[src/rtl/dcd_pkg.sv]
package dcd_pkg;

  typedef enum logic [2:0] {
    CT_STANDBY  = 3'd0,
    CT_ROW_OPEN = 3'd1,
    CT_READ     = 3'd2,
    CT_WRITE    = 3'd3,
    CT_RMW      = 3'd4,
    CT_CBR      = 3'd5,
    CT_HIDDEN   = 3'd6,
    CT_RAS_ONLY = 3'd7
  } cycle_t;

  typedef enum logic [1:0] {
    M_IDLE   = 2'd0,
    M_ACCESS = 2'd1,
    M_CBR    = 2'd2,
    M_HIDDEN = 2'd3
  } mode_t;

  typedef struct packed {
    logic rowLatch;
    logic colLatch;
    logic refAdvance;
    logic useCounter;
  } strobe_t;

endpackage

[src/rtl/dcd_ctrl.sv]
module dcd_ctrl
  import dcd_pkg::*;
(
  input  logic       clk,
  input  logic       rstN,
  input  logic       rasN,
  input  logic [1:0] casN,
  input  logic       weN,
  input  logic       oeN,
  output cycle_t     cycleType,
  output logic [1:0] laneDrive,
  output logic [1:0] laneWrite,
  output strobe_t    strobe,
  output logic [1:0] sampledLow
);

  logic       sRas, pRas, sWe, sOe, pCasAct;
  logic [1:0] sCas;
  mode_t      mode, modeNow, modeNext, fallMode;
  logic       afterAccess, colSeen, readSeen;
  logic       afterAccessNext, colSeenNext, readSeenNext;
  logic       casAct, rasLow, rasFell, rasRose, casFell;
  logic       ctx, readReq, accessLow;

  always_ff @(posedge clk) begin
    if (!rstN) begin
      sRas        <= 1'b1;
      pRas        <= 1'b1;
      sCas        <= 2'b11;
      pCasAct     <= 1'b0;
      sWe         <= 1'b1;
      sOe         <= 1'b1;
      mode        <= M_IDLE;
      afterAccess <= 1'b0;
      colSeen     <= 1'b0;
      readSeen    <= 1'b0;
    end else begin
      sRas        <= rasN;
      pRas        <= sRas;
      sCas        <= casN;
      pCasAct     <= casAct;
      sWe         <= weN;
      sOe         <= oeN;
      mode        <= modeNext;
      afterAccess <= afterAccessNext;
      colSeen     <= colSeenNext;
      readSeen    <= readSeenNext;
    end
  end

  // internal column strobe: first byte strobe down, last byte strobe up
  always_comb begin
    casAct  = ~(&sCas);
    rasLow  = ~sRas;
    rasFell = pRas & ~sRas;
    rasRose = ~pRas & sRas;
    casFell = casAct & ~pCasAct;
    readReq = sWe & ~sOe;
  end

  // edge order at the row strobe fall picks the cycle family
  always_comb begin
    if (!casAct)          fallMode = M_ACCESS;
    else if (afterAccess) fallMode = M_HIDDEN;
    else                  fallMode = M_CBR;
    modeNow  = rasFell ? fallMode : mode;
    modeNext = rasRose ? M_IDLE : modeNow;
  end

  always_comb begin
    accessLow = (modeNow == M_ACCESS) && rasLow;
    ctx       = (modeNow == M_ACCESS) || (modeNow == M_HIDDEN) || afterAccess;
    laneDrive = (ctx && readReq) ? ~sCas : 2'b00;
    laneWrite = (accessLow && !sWe) ? ~sCas : 2'b00;

    strobe.rowLatch   = rasFell & ~casAct;
    strobe.colLatch   = accessLow & casFell;
    strobe.refAdvance = rasRose & ((mode == M_CBR) || (mode == M_HIDDEN));
    strobe.useCounter = (modeNow == M_CBR) || (modeNow == M_HIDDEN);

    colSeenNext     = (rasFell ? 1'b0 : colSeen) | (accessLow & casAct);
    readSeenNext    = casAct & (readSeen | (accessLow & readReq));
    afterAccessNext = casAct & (afterAccess |
                      (rasRose & (mode == M_ACCESS) & readSeen & sWe));
    sampledLow      = {casAct, rasLow};
  end

  always_comb begin
    cycleType = CT_STANDBY;
    if (rasLow) begin
      case (modeNow)
        M_ACCESS: begin
          if (!casAct)     cycleType = CT_ROW_OPEN;
          else if (!sWe)   cycleType = readSeen ? CT_RMW : CT_WRITE;
          else if (!sOe)   cycleType = CT_READ;
          else             cycleType = CT_ROW_OPEN;
        end
        M_CBR:    cycleType = CT_CBR;
        M_HIDDEN: cycleType = CT_HIDDEN;
        default:  cycleType = CT_STANDBY;
      endcase
    end else if (rasRose && (mode == M_ACCESS) && !colSeen) begin
      cycleType = CT_RAS_ONLY;
    end else if (ctx && casAct && readReq) begin
      cycleType = CT_READ;
    end
  end

  // all strobes high and nothing held means both lanes idle
  assert_standby_hiz_R1: assert property (@(posedge clk) disable iff (!rstN)
    (sRas && (&sCas) && !afterAccess) |-> (laneDrive == 2'b00 && laneWrite == 2'b00));

  // a lane is never driven and written at once
  assert_lane_exclusive_R3: assert property (@(posedge clk) disable iff (!rstN)
    (laneDrive & laneWrite) == 2'b00);

  // refresh from the counter keeps the data pins quiet
  assert_cbr_hiz_R5: assert property (@(posedge clk) disable iff (!rstN)
    (cycleType == CT_CBR) |-> (laneDrive == 2'b00));

  // column capture only inside a row-low period
  assert_col_in_row_R11: assert property (@(posedge clk) disable iff (!rstN)
    strobe.colLatch |-> !sRas);

  // the counter advances only when a counter refresh ends
  assert_adv_at_end_R10: assert property (@(posedge clk) disable iff (!rstN)
    strobe.refAdvance |-> ($past(cycleType) == CT_CBR || $past(cycleType) == CT_HIDDEN));

endmodule

[src/rtl/dcd_datapath.sv]
module dcd_datapath
  import dcd_pkg::*;
#(
  parameter int ADDR_W = 10
) (
  input  logic              clk,
  input  logic              rstN,
  input  logic [ADDR_W-1:0] addr,
  input  strobe_t           strobe,
  output logic [ADDR_W-1:0] rowAddr,
  output logic [ADDR_W-1:0] colAddr,
  output logic [ADDR_W-1:0] refreshCount
);

  localparam int REFRESH_ROWS = 1 << ADDR_W;
  localparam logic [ADDR_W-1:0] LAST_ROW = ADDR_W'(REFRESH_ROWS - 1);

  logic [ADDR_W-1:0] addrQ, rowReg, colReg, refCnt;

  always_ff @(posedge clk) begin
    if (!rstN) begin
      addrQ  <= '0;
      rowReg <= '0;
      colReg <= '0;
      refCnt <= '0;
    end else begin
      addrQ <= addr;
      if (strobe.rowLatch)   rowReg <= addrQ;
      if (strobe.colLatch)   colReg <= addrQ;
      if (strobe.refAdvance) refCnt <= (refCnt == LAST_ROW) ? '0 : refCnt + 1'b1;
    end
  end

  assign rowAddr      = strobe.useCounter ? refCnt : rowReg;
  assign colAddr      = colReg;
  assign refreshCount = refCnt;

  // one step per finished refresh, wrapping
  assert_count_step_R10: assert property (@(posedge clk) disable iff (!rstN)
    strobe.refAdvance |=> (refCnt == ADDR_W'($past(refCnt) + 1'b1)));

  assert_count_hold_R10: assert property (@(posedge clk) disable iff (!rstN)
    !strobe.refAdvance |=> $stable(refCnt));

endmodule

[src/rtl/dcd_pulse_check.sv]
module dcd_pulse_check #(
  parameter int RAS_MIN_CYC = 4,
  parameter int CAS_MIN_CYC = 2
) (
  input  logic       clk,
  input  logic       rstN,
  input  logic [1:0] lowNow,
  output logic       protoErr
);

  localparam int MAX_MIN = (RAS_MIN_CYC > CAS_MIN_CYC) ? RAS_MIN_CYC : CAS_MIN_CYC;
  localparam int CW      = $clog2(MAX_MIN + 1);

  logic [1:0] errVec;

  for (genvar g = 0; g < 2; g++) begin : gen_width
    localparam int LIM = (g == 0) ? RAS_MIN_CYC : CAS_MIN_CYC;
    localparam logic [CW-1:0] LIMV = CW'(LIM);
    logic [CW-1:0] lowCnt;

    always_ff @(posedge clk) begin
      if (!rstN)          lowCnt <= '0;
      else if (lowNow[g]) lowCnt <= (lowCnt == LIMV) ? lowCnt : lowCnt + 1'b1;
      else                lowCnt <= '0;
    end

    assign errVec[g] = !lowNow[g] && (lowCnt != '0) && (lowCnt < LIMV);

    // an error only marks the end of a low pulse
    assert_err_at_rise_R9: assert property (@(posedge clk) disable iff (!rstN)
      errVec[g] |-> (!lowNow[g] && $past(lowNow[g])));
  end

  assign protoErr = |errVec;

endmodule

[src/rtl/dram_cmd_decoder.sv]
module dram_cmd_decoder
  import dcd_pkg::*;
#(
  parameter int ADDR_W      = 10,
  parameter int RAS_MIN_CYC = 4,
  parameter int CAS_MIN_CYC = 2
) (
  input  logic              clk,
  input  logic              rstN,
  input  logic              rasN,
  input  logic              lcasN,
  input  logic              ucasN,
  input  logic              weN,
  input  logic              oeN,
  input  logic [ADDR_W-1:0] addr,
  output logic [2:0]        cycleType,
  output logic [1:0]        laneDrive,
  output logic [1:0]        laneWrite,
  output logic [ADDR_W-1:0] rowAddr,
  output logic [ADDR_W-1:0] colAddr,
  output logic [ADDR_W-1:0] refreshCount,
  output logic              protoErr
);

  cycle_t     ctType;
  strobe_t    strobe;
  logic [1:0] sampledLow;

  dcd_ctrl u_ctrl (
    .clk       (clk),
    .rstN      (rstN),
    .rasN      (rasN),
    .casN      ({ucasN, lcasN}),
    .weN       (weN),
    .oeN       (oeN),
    .cycleType (ctType),
    .laneDrive (laneDrive),
    .laneWrite (laneWrite),
    .strobe    (strobe),
    .sampledLow(sampledLow)
  );

  dcd_datapath #(.ADDR_W(ADDR_W)) u_data (
    .clk         (clk),
    .rstN        (rstN),
    .addr        (addr),
    .strobe      (strobe),
    .rowAddr     (rowAddr),
    .colAddr     (colAddr),
    .refreshCount(refreshCount)
  );

  dcd_pulse_check #(.RAS_MIN_CYC(RAS_MIN_CYC), .CAS_MIN_CYC(CAS_MIN_CYC)) u_pulse (
    .clk     (clk),
    .rstN    (rstN),
    .lowNow  (sampledLow),
    .protoErr(protoErr)
  );

  assign cycleType = ctType;

endmodule

[config.mk]
export PLATFORM = sky130hd
export DESIGN_NAME = dram_cmd_decoder
export DESIGN_NICKNAME = d
export VERILOG_FILES = /design/src/rtl/dcd_pkg.sv /design/src/rtl/dcd_ctrl.sv /design/src/rtl/dcd_datapath.sv /design/src/rtl/dcd_pulse_check.sv /design/src/rtl/dram_cmd_decoder.sv
export SDC_FILE = /design/constraint.sdc
export NUM_CORES = 1
export LEC_CHECK = 0
export BUFFER_PORTS_ARGS = -buffer_cell sky130_fd_sc_hd__buf_2
export CAP_MARGIN = 15
export CORE_UTILIZATION = 54
export DETAILED_ROUTE_END_ITERATION = 10
export PLACE_DENSITY = 0.79
export SETUP_SLACK_MARGIN = 0.1
export SLEW_MARGIN = 20
export SYNTH_ARGS = -nofsm -noshare
export SYNTH_HDL_FRONTEND = slang
export SYNTH_SLANG_ARGS = --single-unit
[constraint.sdc]
create_clock -name clk -period 2.1 [get_ports clk]
set_input_delay 0.42 -clock clk [delete_from_list [all_inputs] [get_ports clk]]
set_output_delay 0.42 -clock clk [all_outputs]
set_load 0.01 [all_outputs]
==> impl_metrics.tcl <==
set metrics [dict create \
    outcome "finished with violations" \
    violations "DRC, setup timing" \
    cpLargestDelayFamily "flip-flops" \
    final_cells 405 \
    post_drt_wl_per_cell_um 16.8 \
    io_buffers 54 \
    crit_chain "nand4b_1 > o21ai_2 > buf_6 > mux2_4 > buf_6" \
    crit_path_start "u_ctrl.sRas" \
    worst_pin_slew_ns 0.326 \
    areaGrowthSynthToFinish_pct 33.9 \
    slew_viol_final 0 \
    crit_buf_inv 2 \
    antenna_cells 0 \
    cp_slowest_stage_delay_ns 0.38 \
    p_leak_nw 1.60 \
    synth_area_sq_mm 0.00255 \
    drive_above_1_share_pct 38.5 \
    setup_slack_ns -0.0666 \
    crit_type "flip-flop to output pin" \
    maxSlewHeadroom_pct 78.3 \
    min_period_over_period_pct 103 \
    hold_buffers 0 \
    wirelength_mm 6.79 \
    p_int_w 0.00168 \
    clk_pin_slew_ns 0.07 \
    cp_common_cell "buf_6" \
    dp_hpwl_mm 3.75 \
    clock_insertion_delay_worst_skew_ns 0.34 \
    irDropWorstVdd_mv 0.543 \
    placed_cells 372 \
    power.density_mw_per_mm2 677 \
    gp_congestion 0.796 \
    fin_worst_skew_ns 0.0107 \
    clock-sinks 58 \
    start_util_pct 57.5 \
    ys_seq_area_share_pct 45.4 \
    seq_power_share_pct 50.1 \
    first_pass_iters 8 \
    numCtsBuffers 9 \
    core_sq_mm 0.00444 \
    yosys.cell_types.count 45 \
    cts_buffer_depth 2 \
    cp-end-kind "output pin" \
    htree_levels 3 \
    critPathSlowestCell "dfxtp_4" \
    nFillCells 300 \
    finalSetupViolations 8 \
    pwr-share-comb_pct 10.1 \
    yosysWarningCount 0 \
    synth_cells 272 \
    grt-ovfl-total 0 \
    io_pins 55 \
    fin_area_sq_mm 0.00342 \
    r2r_start "u_data.refreshCount[0]" \
    holdWs_ns 0.252 \
    grt_usage_pct 26.7 \
    place_area_sq_mm 0.00288 \
    drt-initial-drc-count 195 \
    final.min_clock_period_ns 2.17 \
    cts_tree "built" \
    drc_errors 6 \
    cp-start-kind "flip-flop" \
    crit_fanout 8 \
    antenna_found_initial 0 \
    max_freq_mhz 462 \
    rows 24 \
    ys_ff_latch 58 \
    p_sw_share_pct 27.3 \
    die_h_um 70.8 \
    hold_violations 0 \
    dieArea_sq_mm 0.00501 \
    syn-num-nets 295 \
    viasPerCell 5.65 \
    p_sw_w 0.000633 \
    ff2ff_setup_slack_ns 0.52 \
    clockRootBuffer "clkbuf_8" \
    grt_pass1_vias 2175 \
    grt_max_degree 33 \
    rsz0062_at_grt "yes" \
    hp-start "lcasN" \
    fin_nets 371 \
    grt_pass1_wl_mm 10.3 \
    cp.arrival_ns 1.75 \
    clockPowerShare_pct 39.7 \
    drv_cap 0 \
    hold_class "primary input to flip-flop" \
    critPathRequiredTime_ns 1.68 \
    ant_nets 0 \
    synth_area_per_cell_sq_um 9.39 \
    vias 2290 \
    chipWidth_um 70.8 \
]
[final timing paths]
kind / to / cells after the start
max: rowAddr[0] / 5
min reg2reg: u_data.rowReg[6] / 2
max reg2reg: u_data.refreshCount[9] / 4
min: u_ctrl.sCas[0] / 2
[area by class of cell]
class                           count  area, sq um  area share, %
Inverter                            5         18.8          0.549
Tap cell                           52         65.1           1.90
Clock buffer                        9          124           3.62
Multi-Input combinational cell    195         1440           42.1
Clock inverter                      7         53.8           1.57
Timing Repair Buffer               79          539           15.8
Sequential cell                    58         1180           34.5
[what timing repair did]
| action | CTS | global route |
|---|---|---|
| setup endpoints to repair | 18 | 18 |
| resized for setup | 41 | 18 |
| buffers inserted | 10 | 7 |
| pin swaps | 2 | 3 |
[metal layers]
metal / part of all wire (%) / wire (um) / global-route usage [%]
met2: 48 / 3260 / 40.9
met1: 42 / 2830 / 32.9
met5: 0 / 0 / 0
met3: 6.4 / 437 / 9.69
met4: 3.9 / 264 / 14.2
[power groups by stage]
stage	Clock (W)	Combinational (W)	Sequential, W
2_1_floorplan	0	0.000120	0.00117
3_3_place_gp	0	0.000156	0.00118
3_5_place_dp	0	0.000160	0.00118
4_1_cts	0.000932	0.000199	0.00116
5_1_grt	0.000995	0.000252	0.00116
6_report	0.000920	0.000235	0.00116
[cells in the mapped netlist, drive strengths merged]
library cell | instances | share of area, %
dfxtp | 58 | 45
nand2 | 36 | 5.3
nor2 | 22 | 3.5
mux2i | 15 | 5.9
nor2b | 15 | 3.7
and2 | 12 | 2.9
nand2b | 12 | 2.9
a21boi | 10 | 2.9
mux2 | 10 | 4.4
nand3 | 9 | 1.8
buf | 8 | 2.0
xnor2 | 8 | 2.7
clkbuf | 6 | 0.93
ha | 6 | 2.9
inv | 5 | 0.73
nor3 | 5 | 1.4
o21ai | 5 | 1.1
a31oi | 3 | 0.73
a211oi | 2 | 0.59
a21oi | 2 | 0.39
and3 | 2 | 0.49
and4b | 2 | 0.78
nand3b | 2 | 1.1
o211ai | 2 | 0.59
or3 | 2 | 0.49
xor2 | 2 | 0.69
a21o | 1 | 0.29
a221o | 1 | 0.39
a22o | 1 | 0.34
and4 | 1 | 0.34
nand4 | 1 | 0.25
nand4b | 1 | 0.34
nor4 | 1 | 0.25
o2111ai | 1 | 0.34
o21a | 1 | 0.29
o2bb2ai | 1 | 0.34
or4 | 1 | 0.29
[flip-flops by register name, summed over array words and instances (netlist names)]
| register | flops |
|---|---|
| u_data.rowReg | 10 |
| u_data.refreshCount | 10 |
| u_pulse.gen_width.lowCnt | 6 |
| u_ctrl.sOe | 1 |
| u_ctrl.readSeen | 1 |
| u_ctrl.pCasAct | 1 |
| u_ctrl.afterAccess | 1 |
| u_ctrl.sCas | 2 |
| u_ctrl.colSeen | 1 |
| u_data.addrQ | 10 |
| u_ctrl.pRas | 1 |
| u_ctrl.mode | 2 |
| u_ctrl.sWe | 1 |
| u_data.colAddr | 10 |
| u_ctrl.sRas | 1 |
[cells in the final DEF (no fill, tap or decap), drive strengths merged, types with 3 or more instances in the layout]
cell | netlist | routed
dfxtp | 58 | 58
ha | 6 | 6
and2 | 12 | 12
inv | 5 | 7
nor3 | 5 | 5
nor2 | 22 | 22
xnor2 | 8 | 8
clkbuf | 6 | 9
a31oi | 3 | 3
clkinvlp | 0 | 3
mux2i | 15 | 15
nor2b | 15 | 15
o21ai | 5 | 5
nand2b | 12 | 12
mux2 | 10 | 10
nand2 | 36 | 36
a21boi | 10 | 10
buf | 8 | 79
nand3 | 9 | 9
[logic make-up (layout without fill, tap and decap cells)]
group	after synthesis	count (layout)	share of synthesized area (%)
buffers and inverters	19	100	3.67
adder cells (fa/ha/maj)	6	6	2.94
XOR/XNOR	10	10	3.43
flip-flops	58	58	45.4
AND/OR/NAND/NOR	124	124	25.9
multiplexers	25	25	10.3
AO/OA/AOI/OAI	30	30	8.37
[per-stage QoR]
stage	setup TNS [ns]	util, %	power [W]	worst slack [ns]
4_1_cts	0	73.8	0.00229	0.0118
2_1_floorplan	0	-	0.00129	0.383
3_3_place_gp	0	64.7	0.00134	0.197
3_5_place_dp	0	64.7	0.00134	0.136
5_1_grt	-0.703	77.0	0.00241	-0.0854
6_report	-0.448	77.0	0.00231	-0.0666
Note: power is estimated with default switching activity, not from simulation.
